--- src/rtl/clkgen_pkg.sv ---
// Package: shared constants of the clock generator bank.
// Holds the write key, the field positions of the control and divisor
// words, and the address map of the five channels.
package clkgen_pkg;
    localparam int          NUM_CH   = 5;
    localparam int          DIV_W    = 12;
    localparam int          FRAC_W   = 12;
    localparam int          SEL_W    = 4;
    localparam int          MODE_W   = 2;
    localparam logic [7:0]  WR_KEY   = 8'h5A;
    localparam int          KEY_LSB  = 24;
    localparam int          MODE_LSB = 9;
    localparam int          INV_BIT  = 8;
    localparam int          BUSY_BIT = 7;
    localparam int          KILL_BIT = 5;
    localparam int          ENAB_BIT = 4;
    localparam int          INT_LSB  = 12;

    // Byte address of a channel's control word; its divisor is at +4.
    function automatic logic [7:0] ctl_offset(input int ch);
        case (ch)
            0:       return 8'h70;
            1:       return 8'h78;
            2:       return 8'h80;
            3:       return 8'h98;
            default: return 8'hA0;
        endcase
    endfunction
endpackage

--- src/rtl/clkgen_src_edge.sv ---
// Module: samples every source clock into the bus clock domain and flags
// rising edges. Assumes the bus clock is at least twice the fastest source.
module clkgen_src_edge #(
    parameter int NUM_SRC = 4
) (
    input  logic               clk,
    input  logic               rst_n,
    input  logic [NUM_SRC-1:0] src_in,
    output logic [NUM_SRC-1:0] src_lvl,
    output logic [NUM_SRC-1:0] src_rise
);
    logic [NUM_SRC-1:0] lvl_q;
    logic [NUM_SRC-1:0] lvl_qq;

    // Two sampling stages: current level and the level one clock earlier.
    always_ff @(posedge clk) begin
        if (!rst_n) begin
            lvl_q  <= '0;
            lvl_qq <= '0;
        end else begin
            lvl_q  <= src_in;
            lvl_qq <= lvl_q;
        end
    end

    // A rise is a sampled high that was low one clock earlier.
    always_comb begin
        src_lvl  = lvl_q;
        src_rise = lvl_q & ~lvl_qq;
    end
endmodule

--- src/rtl/clkgen_regs.sv ---
// Module: control and divisor registers of one channel.
// Checks the key, and locks the divisor, source and mode while the channel
// is busy. Assumes wr_ctl and wr_div are never high together.
module clkgen_regs
    import clkgen_pkg::*;
(
    input  logic              clk,
    input  logic              rst_n,
    input  logic              wr_ctl,
    input  logic              wr_div,
    input  logic [31:0]       wdata,
    input  logic              busy,
    output logic [SEL_W-1:0]  src_sel,
    output logic [MODE_W-1:0] mode,
    output logic              inv,
    output logic              kill,
    output logic              enab,
    output logic [DIV_W-1:0]  divi,
    output logic [FRAC_W-1:0] divf
);
    logic key_ok;

    // Key check on the top byte of every write.
    always_comb key_ok = (wdata[31:KEY_LSB] == WR_KEY);

    // Control word: enable, kill and invert always; source and mode when idle.
    always_ff @(posedge clk) begin
        if (!rst_n) begin
            src_sel <= '0;
            mode    <= '0;
            inv     <= 1'b0;
            kill    <= 1'b0;
            enab    <= 1'b0;
        end else if (wr_ctl && key_ok) begin
            inv  <= wdata[INV_BIT];
            kill <= wdata[KILL_BIT];
            enab <= wdata[ENAB_BIT];
            if (!busy) begin
                src_sel <= wdata[SEL_W-1:0];
                mode    <= wdata[MODE_LSB+MODE_W-1:MODE_LSB];
            end
        end
    end

    // Divisor word: accepted only with a valid key and an idle channel.
    always_ff @(posedge clk) begin
        if (!rst_n) begin
            divi <= '0;
            divf <= '0;
        end else if (wr_div && key_ok && !busy) begin
            divi <= wdata[INT_LSB+DIV_W-1:INT_LSB];
            divf <= wdata[FRAC_W-1:0];
        end
    end

    assert_bad_key_ignored_R1: assert property (@(posedge clk) disable iff (!rst_n)
        ((wr_ctl || wr_div) && wdata[31:KEY_LSB] != WR_KEY)
        |=> $stable({src_sel, mode, inv, kill, enab, divi, divf}));

    assert_divisor_locked_R9: assert property (@(posedge clk) disable iff (!rst_n)
        busy |=> $stable({divi, divf, src_sel, mode}));
endmodule

--- src/rtl/clkgen_divider.sv ---
// Module: the divider of one channel, with its run state.
// Counts rising source edges, stretches a cycle on fractional carries, and
// stops only at a cycle boundary unless killed. Divisor inputs are assumed
// stable while busy (the register block enforces that).
module clkgen_divider #(
    parameter int DIV_W  = 12,
    parameter int FRAC_W = 12,
    parameter int MODE_W = 2
) (
    input  logic              clk,
    input  logic              rst_n,
    input  logic              src_lvl,
    input  logic              src_rise,
    input  logic              enab,
    input  logic              kill,
    input  logic [MODE_W-1:0] mode,
    input  logic              inv,
    input  logic [DIV_W-1:0]  divi,
    input  logic [FRAC_W-1:0] divf,
    output logic              busy,
    output logic              gen_clk
);
    localparam int CNT_W = DIV_W + 1;

    logic             run;
    logic [CNT_W-1:0] cnt;
    logic [FRAC_W-1:0] acc;
    logic             stretch;
    logic [CNT_W-1:0] period;
    logic [CNT_W-1:0] half;
    logic [FRAC_W:0]  acc_sum;
    logic             bypass;
    logic             frac_en;
    logic             last;
    logic             start_ok;
    logic             out_raw;

    // Derived cycle length, high-phase length and accumulator sum.
    always_comb begin
        bypass   = (divi[DIV_W-1:1] == '0);
        frac_en  = |mode;
        period   = {1'b0, divi} + CNT_W'(stretch);
        half     = {2'b00, divi[DIV_W-1:1]};
        last     = (cnt == period - 1'b1);
        acc_sum  = {1'b0, acc} + {1'b0, divf};
        start_ok = bypass ? !src_lvl : src_rise;
        out_raw  = run & (bypass ? src_lvl : (cnt < half));
    end

    // Run state, cycle counter and fractional accumulator.
    always_ff @(posedge clk) begin
        if (!rst_n || kill) begin
            run     <= 1'b0;
            cnt     <= '0;
            acc     <= '0;
            stretch <= 1'b0;
        end else if (!run) begin
            cnt     <= '0;
            acc     <= '0;
            stretch <= 1'b0;
            if (enab && start_ok) run <= 1'b1;
        end else if (bypass) begin
            if (!enab && !src_lvl) run <= 1'b0;
        end else if (src_rise) begin
            if (last) begin
                cnt <= '0;
                if (frac_en) begin
                    acc     <= acc_sum[FRAC_W-1:0];
                    stretch <= acc_sum[FRAC_W];
                end else begin
                    stretch <= 1'b0;
                end
                if (!enab) run <= 1'b0;
            end else begin
                cnt <= cnt + 1'b1;
            end
        end
    end

    // Output polarity and busy flag.
    always_comb begin
        busy    = run;
        gen_clk = out_raw ^ inv;
    end

    assert_clean_stop_R8: assert property (@(posedge clk) disable iff (!rst_n)
        (!run && $past(run) && !$past(kill)) |-> !$past(out_raw));

    assert_kill_stops_R10: assert property (@(posedge clk) disable iff (!rst_n)
        kill |=> !run);

    assert_count_in_cycle_R4: assert property (@(posedge clk) disable iff (!rst_n)
        (run && !bypass) |-> (cnt < period));
endmodule

--- src/rtl/clkgen_bank.sv ---
// Module: top of the clock generator bank.
// Decodes the register bus, instantiates one register block and one divider
// per channel, selects each channel's source and assembles read data.
// Assumes word-aligned single-cycle writes.
module clkgen_bank
    import clkgen_pkg::*;
#(
    parameter int NUM_SRC = 4
) (
    input  logic               clk,
    input  logic               rst_n,
    input  logic [7:0]         bus_addr,
    input  logic               bus_wr,
    input  logic [31:0]        bus_wdata,
    output logic [31:0]        bus_rdata,
    input  logic [NUM_SRC-1:0] src_in,
    output logic [NUM_CH-1:0]  gen_clk
);
    logic [NUM_SRC-1:0] src_lvl;
    logic [NUM_SRC-1:0] src_rise;
    logic [31:0]        ctl_word [NUM_CH];
    logic [31:0]        div_word [NUM_CH];
    logic [NUM_CH-1:0]  busy;
    logic [NUM_CH-1:0]  inv_q;

    clkgen_src_edge #(.NUM_SRC(NUM_SRC)) u_src (
        .clk      (clk),
        .rst_n    (rst_n),
        .src_in   (src_in),
        .src_lvl  (src_lvl),
        .src_rise (src_rise)
    );

    for (genvar ch = 0; ch < NUM_CH; ch++) begin : g_ch
        localparam logic [7:0] CTL_A = ctl_offset(ch);
        localparam logic [7:0] DIV_A = CTL_A + 8'd4;

        logic              wr_ctl, wr_div;
        logic [SEL_W-1:0]  src_sel;
        logic [MODE_W-1:0] mode;
        logic              inv, kill, enab;
        logic [DIV_W-1:0]  divi;
        logic [FRAC_W-1:0] divf;
        logic              sel_lvl, sel_rise;

        // Address decode of this channel's two words.
        always_comb begin
            wr_ctl = bus_wr && (bus_addr == CTL_A);
            wr_div = bus_wr && (bus_addr == DIV_A);
        end

        clkgen_regs u_regs (
            .clk     (clk),
            .rst_n   (rst_n),
            .wr_ctl  (wr_ctl),
            .wr_div  (wr_div),
            .wdata   (bus_wdata),
            .busy    (busy[ch]),
            .src_sel (src_sel),
            .mode    (mode),
            .inv     (inv),
            .kill    (kill),
            .enab    (enab),
            .divi    (divi),
            .divf    (divf)
        );

        // Source select; an out-of-range index selects constant low.
        always_comb begin
            sel_lvl  = 1'b0;
            sel_rise = 1'b0;
            for (int s = 0; s < NUM_SRC; s++) begin
                if (src_sel == SEL_W'(s)) begin
                    sel_lvl  = src_lvl[s];
                    sel_rise = src_rise[s];
                end
            end
        end

        clkgen_divider #(.DIV_W(DIV_W), .FRAC_W(FRAC_W), .MODE_W(MODE_W)) u_div (
            .clk      (clk),
            .rst_n    (rst_n),
            .src_lvl  (sel_lvl),
            .src_rise (sel_rise),
            .enab     (enab),
            .kill     (kill),
            .mode     (mode),
            .inv      (inv),
            .divi     (divi),
            .divf     (divf),
            .busy     (busy[ch]),
            .gen_clk  (gen_clk[ch])
        );

        // Read images of the two words, key field returned as zero.
        always_comb begin
            inv_q[ch]    = inv;
            ctl_word[ch] = {8'h00, 13'h0000, mode, inv, busy[ch], 1'b0, kill, enab, src_sel};
            div_word[ch] = {8'h00, divi, divf};
        end

        assert_idle_level_R11: assert property (@(posedge clk) disable iff (!rst_n)
            !busy[ch] |-> (gen_clk[ch] == inv_q[ch]));
    end

    // Read mux; unmapped addresses return zero.
    always_comb begin
        bus_rdata = '0;
        for (int c = 0; c < NUM_CH; c++) begin
            if (bus_addr == ctl_offset(c))         bus_rdata = ctl_word[c];
            if (bus_addr == ctl_offset(c) + 8'd4)  bus_rdata = div_word[c];
        end
    end
endmodule

--- config.mk ---
export PLATFORM = sky130hd
export DESIGN_NAME = clkgen_bank
export DESIGN_NICKNAME = d
export VERILOG_FILES = /design/src/rtl/clkgen_pkg.sv /design/src/rtl/clkgen_src_edge.sv /design/src/rtl/clkgen_regs.sv /design/src/rtl/clkgen_divider.sv /design/src/rtl/clkgen_bank.sv
export SDC_FILE = /design/constraint.sdc
export NUM_CORES = 1
export LEC_CHECK = 0
export CAP_MARGIN = 40
export CELL_PAD_IN_SITES_DETAIL_PLACEMENT = 0
export CELL_PAD_IN_SITES_GLOBAL_PLACEMENT = 1
export CORE_ASPECT_RATIO = 1.25
export CORE_MARGIN = 3
export CORE_UTILIZATION = 33
export DETAILED_ROUTE_END_ITERATION = 8
export DONT_BUFFER_PORTS = 1
export PLACE_DENSITY_LB_ADDON = 0.1
export SYNTH_ARGS = -nofsm -noshare
export SYNTH_HDL_FRONTEND = slang
export SYNTH_SLANG_ARGS = --single-unit
export TNS_END_PERCENT = 30
--- constraint.sdc ---
create_clock -name clk -period 3.1 [get_ports clk]
set_input_delay 0.155 -clock clk [delete_from_list [all_inputs] [get_ports clk]]
set_output_delay 0.155 -clock clk [all_outputs]
set_load 0.1 [all_outputs]
Word level (Yosys, flattened, before mapping)
Index checks and enable logic that the tools add are counted.
{"block": "op_classes", "n_addsub": 20, "n_mux": 105, "n_reduce_logical": 96, "n_lt_le_gt_ge": 5, "n_eq_ne": 31, "n_bitwise": 22}
{"operator": "$mux W32", "count": 9}
{"operator": "$mux W1", "count": 90}
{"operator": "$add A12 B1 Y13", "count": 5}
{"operator": "$add A12 B12 Y13", "count": 5}
{"operator": "$add A13 B1 Y13 const B", "count": 5}
{"operator": "$eq A13 B13 Y1", "count": 5}
{"operator": "$lt A13 B11 Y1", "count": 5}
{"operator": "$mux W13", "count": 5}
{"operator": "$sub A13 B1 Y13 const B", "count": 5}
{"operator": "$logic_not A11 Y1", "count": 5}
{"operator": "$eq A8 B8 Y1 const B", "count": 6}
{"operator": "$eq A4 B2 Y1 const B", "count": 10}
{"operator": "$eq A8 B7 Y1 const B", "count": 5}
{"operator": "$logic_and A1 B1 Y1", "count": 35}
{"operator": "$eq A4 B1 Y1 const B", "count": 5}
{"operator": "$logic_not A4 Y1", "count": 5}
{"operator": "$reduce_and A2 Y1", "count": 10}
{"operator": "$reduce_and A4 Y1", "count": 5}
{"operator": "$reduce_or A2 Y1", "count": 10}
{"operator": "$logic_not A1 Y1", "count": 16}
{"operator": "$reduce_and A3 Y1", "count": 5}
{"operator": "$mux W11", "count": 1}
{"operator": "$not A1 Y1", "count": 10}
{"operator": "$and A1 B1 Y1", "count": 5}
{"operator": "other kinds (4)", "count": 12}
{"block": "totals", "wordCells": 336, "input_bits": 47, "output_inout_bits": 37, "register_bits": 308}

Logic depth before layout (Yosys ltp)
Gate-level depths: netlist (run 1).
{"block": "logic_depth", "word_depth": 11, "ltp_mapped": 13, "mapped_depth_nobuf": 11}

Hierarchy
Synthesis (run 1) repeated with hierarchy kept, for this count alone.
{"block": "hier_totals", "hier_cells": 2557, "area_unflattened_um2": 21693.3}
{"mod": "clkgen_divider (g_ch[0].u_div ...)", "cells_per_inst": 314, "n_inst": 3, "seq_area_each_um2": 540.5, "area_per_inst_um2": 2496.1}
{"mod": "clkgen_regs", "cells_per_inst": 137, "n_inst": 5, "seq_area_each_um2": 660.6, "area_per_inst_um2": 1333.8}
{"mod": "clkgen_divider (g_ch[3].u_div)", "cells_per_inst": 327, "n_inst": 1, "seq_area_each_um2": 540.5, "area_per_inst_um2": 2656.3}
{"mod": "clkgen_divider (g_ch[4].u_div)", "cells_per_inst": 330, "n_inst": 1, "seq_area_each_um2": 540.5, "area_per_inst_um2": 2646.3}
{"mod": "clkgen_bank", "cells_per_inst": 253, "n_inst": 1, "seq_area_each_um2": 0.0, "area_per_inst_um2": 1998.2}
{"mod": "clkgen_src_edge", "cells_per_inst": 20, "n_inst": 1, "seq_area_each_um2": 160.2, "area_per_inst_um2": 235.2}

Least setup slack after synthesis (run 1)
OpenSTA, ideal clock, no wires.
{"block": "synth_timing", "kind": "input to output", "startpoint": "input port bus_addr[2]", "endpoint": "output port bus_rdata[7]", "arrival_time_ps": 3874, "t_required_ps": 2945, "path_buffers": 4, "setup_slack_ps": -929, "cell_stages": 6, "path_cell_list": "buf_1 clkbuf_1 clkbuf_1 clkbuf_1 nor3_1 a211oi_1"}
{"block": "synth_via", "elab_chain_len": 11}
{"item": "start: declaration", "line_no": "clkgen_bank.sv:12", "rtl": "input logic [7:0] bus_addr,"}
{"item": "$eq A8 B7 Y1", "line_no": "clkgen_bank.sv:110", "rtl": "if (bus_addr == ctl_offset(c)) bus_rdata = ctl_word[c];"}
{"item": "$mux W11", "line_no": "clkgen_bank.sv:110"}
{"item": "$mux W32", "line_no": "clkgen_bank.sv:111", "rtl": "if (bus_addr == ctl_offset(c) + 8'd4) bus_rdata = div_word[c];"}
{"item": "$mux W32", "line_no": "clkgen_bank.sv:110"}
{"item": "$mux W32", "line_no": "clkgen_bank.sv:111"}
{"item": "$mux W32", "line_no": "clkgen_bank.sv:110"}
{"item": "$mux W32", "line_no": "clkgen_bank.sv:111"}
{"item": "$mux W32", "line_no": "clkgen_bank.sv:110"}
{"item": "$mux W32", "line_no": "clkgen_bank.sv:111"}
{"item": "$mux W32", "line_no": "clkgen_bank.sv:110"}
{"item": "$mux W32 (*)", "line_no": "clkgen_bank.sv:111"}
{"item": "end: declaration", "line_no": "clkgen_bank.sv:15", "rtl": "output logic [31:0] bus_rdata,"}
Mark *: on every way between the ends. The rest lies on a longest branch, timed or not.

Worst setup path after layout (run 1)
{"block": "layout_timing", "startpoint": "register g_ch[2].u_regs.divi[5]", "endpoint": "output port gen_clk[2]"}
{"block": "layout_via", "elab_chain_len": 4}
{"item": "start: declaration", "line_no": "clkgen_regs.sv:18", "rtl": "output logic [DIV_W-1:0] divi,"}
{"item": "start signal: assignment", "line_no": "clkgen_regs.sv:51", "rtl": "divi <= wdata[INT_LSB+DIV_W-1:INT_LSB];"}
{"item": "$lt A13 B11 Y1 / $logic_not A11 Y1 (equally long branches)", "line_no": "clkgen_divider.sv:47, clkgen_divider.sv:40"}
{"item": "$mux W1 (*)", "line_no": "clkgen_divider.sv:47", "rtl": "out_raw = run & (bypass ? src_lvl : (cnt < half));"}
{"item": "$and A1 B1 Y1 (*)", "line_no": "clkgen_divider.sv:47"}
{"item": "$xor A1 B1 Y1 (*)", "line_no": "clkgen_divider.sv:83", "rtl": "gen_clk = out_raw ^ inv;"}
{"item": "end: declaration", "line_no": "clkgen_bank.sv:17", "rtl": "output logic [NUM_CH-1:0] gen_clk"}
Marks and branches as above.

==> results of run 1 <==
[sequential cells by signal, indices dropped and copies added, names as in the netlist]
| signal | cells |
|---|---|
| g_ch.u_regs.inv | 5 |
| g_ch.u_regs.divf | 60 |
| g_ch.u_div.cnt | 65 |
| g_ch.u_div.acc | 60 |
| g_ch.u_regs.kill | 5 |
| g_ch.u_regs.mode | 10 |
| g_ch.u_regs.divi | 60 |
| g_ch.u_regs.enab | 5 |
| u_src.lvl_qq | 4 |
| g_ch.u_div.busy | 5 |
| g_ch.u_regs.src_sel | 20 |
| u_src.src_lvl | 4 |
| g_ch.u_div.stretch | 5 |
[stage by stage]
step	std cells	total power, mW	area, um^2	util, %
after detailed placement	3203	4.22	21500	36.5
after floorplan	2460	4.24	19700	-
after global placement	3201	4.22	21400	36.5
after global routing	3313	8.98	23400	39.8
after CTS	3306	8.84	23100	39.4
final	3313	8.68	23400	39.8
[what timing repair did]
action,4_1_cts,5_1_grt
hold buffers,34,0
cloned,0,2
gates resized for setup,21,45
setup endpoints to repair,8,83
pin swaps,6,9
buffers inserted,5,4
endpoints found under the hold margin,177,0
[path summary, 6_finish.rpt]
| check | startpoint | end | cells past startpoint |
|---|---|---|---|
| setup / recovery | g_ch[2].u_regs.divi[5] | gen_clk[2] | 8 |
| hold / removal | rst_n | g_ch[1].u_regs.divf[4] | 2 |
| setup reg to reg | g_ch[2].u_div.stretch | g_ch[2].u_div.cnt[11] | 13 |
| hold reg to reg | g_ch[0].u_div.stretch | g_ch[0].u_div.stretch | 2 |
[synthesized netlist by cell type, drive strengths merged (6+ instances only)]
master | instances | area (um^2)
clkbuf | 100 | 375
a2111oi | 10 | 108
nor4 | 16 | 113
and2 | 26 | 163
o31ai | 6 | 45.0
o31a | 6 | 52.6
xnor2 | 99 | 867
a21o | 18 | 135
nor3b | 7 | 57.6
a21boi | 150 | 1130
o22ai | 11 | 68.8
or4 | 7 | 60.1
a211oi | 17 | 133
or3 | 23 | 144
ha | 125 | 1560
dfxtp | 308 | 6170
mux2i | 81 | 811
o21a | 15 | 113
inv | 106 | 398
o21ai | 109 | 553
nand2b | 23 | 144
a21oi | 83 | 415
nand3 | 83 | 415
xor2 | 63 | 552
a221oi | 11 | 96.3
o211ai | 27 | 203
o221ai | 6 | 52.6
and3 | 20 | 125
a22oi | 36 | 270
buf | 39 | 269
a211o | 6 | 52.6
mux2 | 6 | 71.3
nor2b | 44 | 275
mux4 | 10 | 225
nand2 | 379 | 1420
a31oi | 11 | 68.8
or2 | 6 | 37.5
nand4 | 31 | 194
nor3 | 34 | 175
nor2 | 221 | 842
[area by class of cell]
| class | instances | area, um^2 |
|---|---|---|
| clock buffer | 57 | 1130 |
| antenna | 1 | 2.50 |
| inverter | 106 | 398 |
| tap | 757 | 947 |
| multi-input combinational | 1907 | 12800 |
| sequential | 308 | 6180 |
| clock inverter | 7 | 66.3 |
| fill | 6086 | 35400 |
| timing repair buffer | 170 | 1860 |
[per-layer routing]
layer	track usage, %	up-vias	share of wire [%]
met5	0	-	0
met4	5.61	0	2.5
met3	3.10	81	4.2
met2	39.9	347	50
met1	28.0	8505	44
li1	-	8737	-
[where the power goes]
| part | internal (mW) | total [mW] | switching, mW |
|---|---|---|---|
| clock network | 2.59 | 4.40 | 1.81 |
| registers | 3.96 | 3.96 | 0.00184 |
| logic | 0.100 | 0.316 | 0.216 |
| total | 6.66 | 8.68 | 2.03 |
[kinds of logic (layout without fill, tap and decap cells)]
kind of cell,after synthesis,in the layout
flops,308,308
mux,97,97
xor+xnor,162,162
other cells,1,9
fa+ha+maj,130,130
compound gates,565,565
simple gates,945,945
buf+inv,245,340
[placed cells by master (no fill, tap or decap), types with 83 or more instances in the layout]
cell	count
nor2_1	218
dfxtp_1	298
a21boi_0	149
inv_1	105
buf_4	99
ha_1	122
nand3_1	83
o21ai_0	97
nand2_1	379
xnor2_1	98
==> qor.txt, run 1 <==
Crit path DAT - 3.02 ns
Dpl hpwl - 52.6 mm
Top_reg_cell synth - dfxtp_1
Vias per cell - 5.33
Max Freq - 315 MHz
Vias in the first global route - 17,400
Max-Slew Margin vs Limit - 42.4%
# clock sinks - 308
CTS max path bufs - 3
Area Overhead vs Synth - 18.7%
Final worst setup slack - -0.0714 ns
Worst hold-check path type - in -> reg
Cell Pwr Density - 372 nW/um^2
Critical path capture point type - output port
RD Place Congestion - 0.862
CTS Buf Count - 38
Die Width - 224 um
GRT overflow - 0
Compound-Gate Fraction of Synth Area - 19.7%
Clock transition at path regs - 0.05 ns
Post-synth ARST share - 0%
Initial antenna violation count - 1
Layout cells sized above 1 - 11.5%
Die height - 279 um
Failing checks - setup timing
Setup Skew - 0.0221 ns
Cell repeated most along the worst path - or4_4
Post-route setup TNS - -0.0714 ns
Post-Synthesis Cells - 2,453
Wire per inst - 21.4 um
IO Pins - 84
CP Cell Sequence - or4_4 -> or4_4 -> or2_4 -> a21oi_4 -> nand2b_4 -> mux2i_1 -> nand4b_1 -> buf_12
DRT iter0 DRCs - 1,180
Register bit total from synthesis - 308
Critical path class - reg -> out
Slew Limit Fails - 0
CP bufs+invs - 1
Final hold vios - 0
H-tree depth - 2
Die ar. - 62,600 um^2
Element type at the critical path start - flop
Unique cell type count in the Yosys netlist - 88
P_leak - 8.53 nW
Vias - 17,700
Post-synthesis mux area share - 5.63%
Core area - 58,700 um^2
Crit-path slowest cell - or4_4
IO Port Bufs - 0
First drt pass iteration count - 5
CP peak stage delay - 0.54 ns
Remaining DRCs - 0
Final setup vio count - 1
Register area share after synthesis - 31.3%
CTS root buf - clkbuf_16
Synth Area in Adders - 8.46%
Peak supply drop - 0.320 mV
Worst-Skew Late Latency - 0.56 ns
TritonCTS clock tree - done
Post-Synth XOR/XNOR Area - 7.21%
RSZ-0062 raised after global routing - true
Post-synth EDFFs - 0
Worst path required time - 2.94 ns
WL final - 71.0 mm
Crit-path leading delay family - simple AND/OR/NAND/NOR gates
Nets - 2,708
Crit path time final - 3.17 ns
R2R Setup Slk - 0.07 ns
Syn. warnings - 0
GRT Total Usage - 22.2%
Worst slew pin tran - 0.861 ns
Part of the cycle the worst path needs - 102%
Initial Util - 33.5%
Status - complete, but fails checks
Antenna viol nets, final - 0
Synthesized area - 19,700 um^2
Worst hold slack - 0.133 ns
Standard-cell rows - 99
Syn avg cell area - 8.02 um^2
Pre-CTS WS - -0.0123 ns
Simple-Gate Fraction of Synth Area - 22.3%
First-pass GRT wire length - 108 mm
Max_cap viols - 0
Largest net degree at the start of global routing - 175
Combinational family with the most area after synthesis - simple AND/OR/NAND/NOR gates
Largest fanout on the critical path - 2
Note: power is estimated with default switching activity, not from simulation.
==> inputs of run 2 (changes only) <==
--- a/constraint.sdc
+++ b/constraint.sdc
@@ -3,2 +3,2 @@
 set_output_delay 0.155 -clock clk [all_outputs]
-set_load 0.1 [all_outputs]
+set_load 0.02 [all_outputs]
==> qor.txt, run 2 (synthesis results as in run 1) <==
Status - finished, final reports clean
Most common cell after layout, fill and taps aside - nand2_1
Die height - 279 um (unchanged)
Slew Limit Fails - 0 (unchanged)
Remaining DRCs - 0 (unchanged)
Worst-Skew Late Latency - 0.56 ns (about the same)
Area Overhead vs Synth - 16.4%
Element type at the critical path start - flop
Non-Filler Instances - 3,296 (-0.51%)
Clock transition at path regs - 0.06 ns (about the same)
H-tree depth - 2 (unchanged)
Final setup vio count - 0 (-1)
N_diodes - 0 (-1)
CTS root buf - clkbuf_16
Worst slew pin tran - 0.852 ns (-0.00910 ns)
Vias per cell - 5.41 (+1.5%)
Setup Skew - 0.0164 ns (-0.00567 ns)
WL final - 70.9 mm (-0.14%)
Wire per inst - 21.5 um (+0.38%)
Worst path required time - 2.94 ns (about the same)
Core area - 58,700 um^2 (unchanged)
IO Port Bufs - 0 (unchanged)
Max-Slew Margin vs Limit - 43.0% (+0.61 points)
P_leak - 8.39 nW (-1.6%)
Routed wl met3 - 3.30 mm (+11%)
Initial antenna violation count - 2 (+1)
Largest net degree at the start of global routing - 174 (-0.57%)
Nets - 2,688 (-0.74%)
Critical path capture point type - output port
Antenna viol nets, final - 0 (unchanged)
CTS max path bufs - 3 (unchanged)
RD Place Congestion - 0.941 (+9.2%)
Largest register by flop count - g_ch.u_div.cnt
GRT overflow - 0 (unchanged)
DRT iter0 DRCs - 1,157 (-1.9%)
Standard-cell rows - 99 (unchanged)
Vias in the first global route - 17,400 (+0.11%)
Largest fanout on the critical path - 4 (+2)
Peak supply drop - 0.395 mV (+23%)
Dpl hpwl - 52.9 mm (+0.67%)
DR WL met2 - 34.5 mm (-2.1%)
Highest Signal Layer - met4
TritonCTS clock tree - done
Total power - 9.04 mW (+4.1%)
Worst hold slack - 0.0521 ns (-0.0808 ns)
Critical path class - reg -> out
Max Freq - 324 MHz (+2.8%)
Initial Util - 33.5% (unchanged)
Layout cells sized above 1 - 10.1% (-1.4 points)
First-pass GRT wire length - 107 mm (-0.64%)
First drt pass iteration count - 5 (unchanged)
CTS Buf Count - 39 (+2.6%)
R2R Setup Slk - 0.10 ns (+0.03 ns)
Worst hold-check path type - in -> reg
Cell Pwr Density - 395 nW/um^2 (+6.1%)
# clock sinks - 308 (unchanged)
IO Pins - 84 (unchanged)
Vias - 17,800 (+0.93%)
Crit path time final - 3.08 ns (-0.0873 ns)
GRT Total Usage - 22.1% (-0.15 points)
Max FFs per register - 65 (unchanged)
Most frequent cells in the layout - nand2_1, dfxtp_1, nor2_1, a21boi_0, ha_1
Cells after DPL - 3,183 (-0.62%)
Crit path DAT - 2.93 ns (-0.09 ns)
Die Width - 224 um (unchanged)
RSZ-0062 raised after global routing - true
Max_cap viols - 0 (unchanged)
Part of the cycle the worst path needs - 99.5% (-2.8 points)
Met1 wire length - 31.1 mm (+0.60%)
Die ar. - 62,600 um^2 (unchanged)
Filler cell count - 6,089 (+0.049%)
Final hold vios - 0 (unchanged)
[run 2: area by class of cell]
| class | instances | area, um^2 | area share, % |
|---|---|---|---|
| multi-input combinational | 1907 | 12700 | 55.5 |
| tap | 757 | 947 | 4.13 |
| clock buffer | 54 | 1150 | 5.04 |
| sequential | 308 | 6170 | 26.9 |
| timing repair buffer | 149 | 1340 | 5.84 |
| clock inverter | 15 | 181 | 0.792 |
| inverter | 106 | 398 | 1.74 |
[run 2: worst paths after layout]
kind                            cells after the start              endpoint              startpoint
worst max register to register                     13  g_ch[2].u_div.acc[5]  g_ch[2].u_regs.divi[0]
worst min-delay path                                3   g_ch[2].u_regs.kill             bus_addr[2]
worst max-delay path                                8            gen_clk[2]  g_ch[2].u_regs.divi[7]
worst min register to register                      2  g_ch[3].u_div.acc[9]    g_ch[3].u_div.acc[9]
[run 2: per-stage QoR]
step                      area, um^2  setup TNS [ns]  utilization (%)  worst slack (ns)
after floorplan                19700               0                -             0.124
after global placement         20900               0             35.6             0.102
after detailed placement       20900         -0.0289             35.6           -0.0132
after CTS                      22700         -0.0434             38.6           -0.0290
after global routing           22900          -0.157             39.0           -0.0730
final                          22900               0             39.0            0.0159
[run 2: timing repair]
action                                  in CTS  in global routing
pin swaps                                    4                  9
endpoints found under the setup margin      14                 69
gates cloned                                 0                  1
setup buffers                                2                  5
hold endpoints to repair                   179                  0
hold buffers                                36                  0
resized for setup                           11                 37
[run 2: power breakdown]
part           total, mW  switching (mW)  leakage, nW  internal, mW
Sequential          3.97         0.00481         2.48          3.96
Clock               4.81            1.88        0.665          2.93
Combinational      0.260           0.167         5.24        0.0926
Total               9.04            2.06         8.39          6.98
[run 2: worst max-delay path, stage by stage, from the launching register on]
cell,delay [ns]
dfxtp_2,0.32
or4_4,0.53
or4_4,0.46
or2_4,0.26
a21oi_4,0.12
nand2b_4,0.15
mux2i_1,0.19
nand4b_1,0.16
buf_6,0.17
[run 2: metal layers]
metal,GRT usage (%),vias to the layer above
met5,0,-
met4,6.00,0
met3,3.36,92
met2,38.6,420
met1,28.3,8608
li1,-,8715
==> inputs of run 3 (changes only) <==
Settings changed: CORE_UTILIZATION 33 to 44, PLACE_DENSITY from default to 0.83, PLACE_DENSITY_LB_ADDON 0.1 to default.
==> qor.txt, run 3 (synthesis results as in run 1) <==
Die Width - 195 um (-13%)
IO Port Bufs - 0 (unchanged)
Area Overhead vs Synth - 13.9%
Worst-Skew Late Latency - 0.54 ns (-0.02 ns)
Slew Limit Fails - 0 (unchanged)
Max-Slew Margin vs Limit - 43.1% (+0.11 points)
GRT Total Usage - 25.5% (+3.4 points)
Clock transition at path regs - 0.06 ns (about the same)
Wire per inst - 20.1 um (-6.5%)
Crit-path leading delay family - simple AND/OR/NAND/NOR gates
Layout cells sized above 1 - 8.89% (-1.2 points)
# clock sinks - 308 (unchanged)
Nets - 2,667 (-0.78%)
P_leak - 8.26 nW (-1.5%)
Largest net degree at the start of global routing - 170 (-2.3%)
WL final - 62.3 mm (-12%)
TritonCTS clock tree - done
Final hold vios - 0 (unchanged)
Most frequent cells in the layout - nand2_1, dfxtp_1, nor2_1, a21boi_0, ha_1
Status - finished, final reports clean
Post-route setup TNS - 0 ns (unchanged)
Critical path class - reg -> out
Vias - 17,900 (+0.31%)
Worst slew pin tran - 0.850 ns (-0.00191 ns)
GRT overflow - 0 (unchanged)
Initial Util - 44.6% (+11 points)
Crit-path slowest cell - or4_4
Critical path capture point type - output port
Element type at the critical path start - flop
Max FFs per register - 65 (unchanged)
Antenna viol nets, final - 0 (unchanged)
RD Place Congestion - 0.938 (-0.33%)
Max Freq - 325 MHz (+0.23%)
Total power - 8.87 mW (-1.9%)
Largest register by flop count - g_ch.u_div.cnt
CTS Buf Count - 37 (-5.1%)
Worst path required time - 2.94 ns (about the same)
Peak supply drop - 0.429 mV (+8.5%)
CTS root buf - clkbuf_16
CTS max path bufs - 3 (unchanged)
Die ar. - 47,300 um^2 (-24%)
CP Cell Sequence - or4_4 -> or4_4 -> or2_4 -> a21oi_4 -> nand2b_4 -> mux2i_1 -> nand4b_1
Core area - 44,100 um^2 (-25%)
Crit path DAT - 2.92 ns (about the same)
Vias per cell - 5.78 (+6.8%)
First drt pass iteration count - 5 (unchanged)
RSZ-0062 raised after global routing - true
Cell Pwr Density - 396 nW/um^2 (+0.27%)
DRT iter0 DRCs - 1,238 (+7.0%)
Crit path time final - 3.08 ns (-0.00722 ns)
Setup Skew - 0.0194 ns (+0.00297 ns)
Worst hold-check path type - in -> reg
Final setup vio count - 0 (unchanged)
Dpl hpwl - 46.1 mm (-13%)
Initial antenna violation count - 5 (+3)
H-tree depth - 2 (unchanged)
Die height - 242 um (-13%)
IO Pins - 84 (unchanged)
Most common cell after layout, fill and taps aside - nand2_1
Cell repeated most along the worst path - or4_4
CP peak stage delay - 0.57 ns (+0.04 ns)
Vias in the first global route - 17,100 (-1.8%)
Part of the cycle the worst path needs - 99.3% (-0.23 points)
Remaining DRCs - 0 (unchanged)
Largest fanout on the critical path - 4 (unchanged)
CP bufs+invs - 0 (-1)
Max_cap viols - 0 (unchanged)
Standard-cell rows - 86 (-13%)
First-pass GRT wire length - 96.5 mm (-10%)
## run 3: repair_timing
item	CTS	global route
hold endpoints to repair	178	0
endpoints found under the setup margin	6	33
setup buffers	0	2
pin swaps	2	3
gates cloned	0	0
resized for setup	10	24
hold buffers	39	0
## run 3: area by class of cell
class,instances,area (um^2)
Clock buffer,54,1100
Multi-Input combinational cell,1907,12600
Sequential cell,308,6170
Timing Repair Buffer,130,1180
Antenna cell,5,12.5
Inverter,106,398
Tap cell,572,716
Fill cell,4205,21700
Clock inverter,14,201
## run 3: through the flow
step | instances | utilization, % | area [um^2] | hold slack (ns) | setup slack [ns]
6_report | 3096 | 50.8 | 22400 | 0.0484 | 0.0231
5_1_grt | 3095 | 50.8 | 22400 | 0.0588 | -0.0748
4_1_cts | 3089 | 50.5 | 22300 | 0.0186 | 0.00239
3_5_place_dp | 2982 | 46.6 | 20500 | 0.288 | 0.0222
3_3_place_gp | 2980 | 46.5 | 20500 | 0.289 | 0.0799
2_1_floorplan | 2460 | - | 19700 | 0.282 | 0.124
## run 3: path summary, 6_finish.rpt
path	startpoint	slack [ns]	end	cells after the start
hold reg to reg	g_ch[0].u_div.stretch	0.46	g_ch[0].u_div.stretch	2
setup / recovery	g_ch[2].u_regs.divi[5]	0.02	gen_clk[2]	7
setup reg to reg	g_ch[2].u_regs.divi[0]	0.09	g_ch[2].u_div.acc[7]	12
hold / removal	bus_addr[2]	0.05	g_ch[2].u_regs.kill	3
## run 3: worst min-delay path, cell delays in order
cell     delay [ns]
or3_1          0.19
mux2i_1        0.10
nor2b_1        0.09
## run 3: metal layers
| metal | global-route usage (%) | part of all wire (%) | vias up | wire (um) |
|---|---|---|---|---|
| met4 | 9.52 | 3.8 | 0 | 2390 |
| met2 | 43.5 | 48 | 529 | 29900 |
| met1 | 31.6 | 41 | 8544 | 25700 |
| li1 | - | - | 8680 | - |
| met3 | 5.20 | 7.0 | 138 | 4330 |
| met5 | 0 | 0 | - | 0 |
## run 3: power by group
part           switching (mW)  internal (mW)  leakage (nW)  total (mW)
sequential            0.00347           3.96          2.48        3.97
clock                    1.77           2.89         0.643        4.66
combinational           0.154         0.0955          5.14       0.249
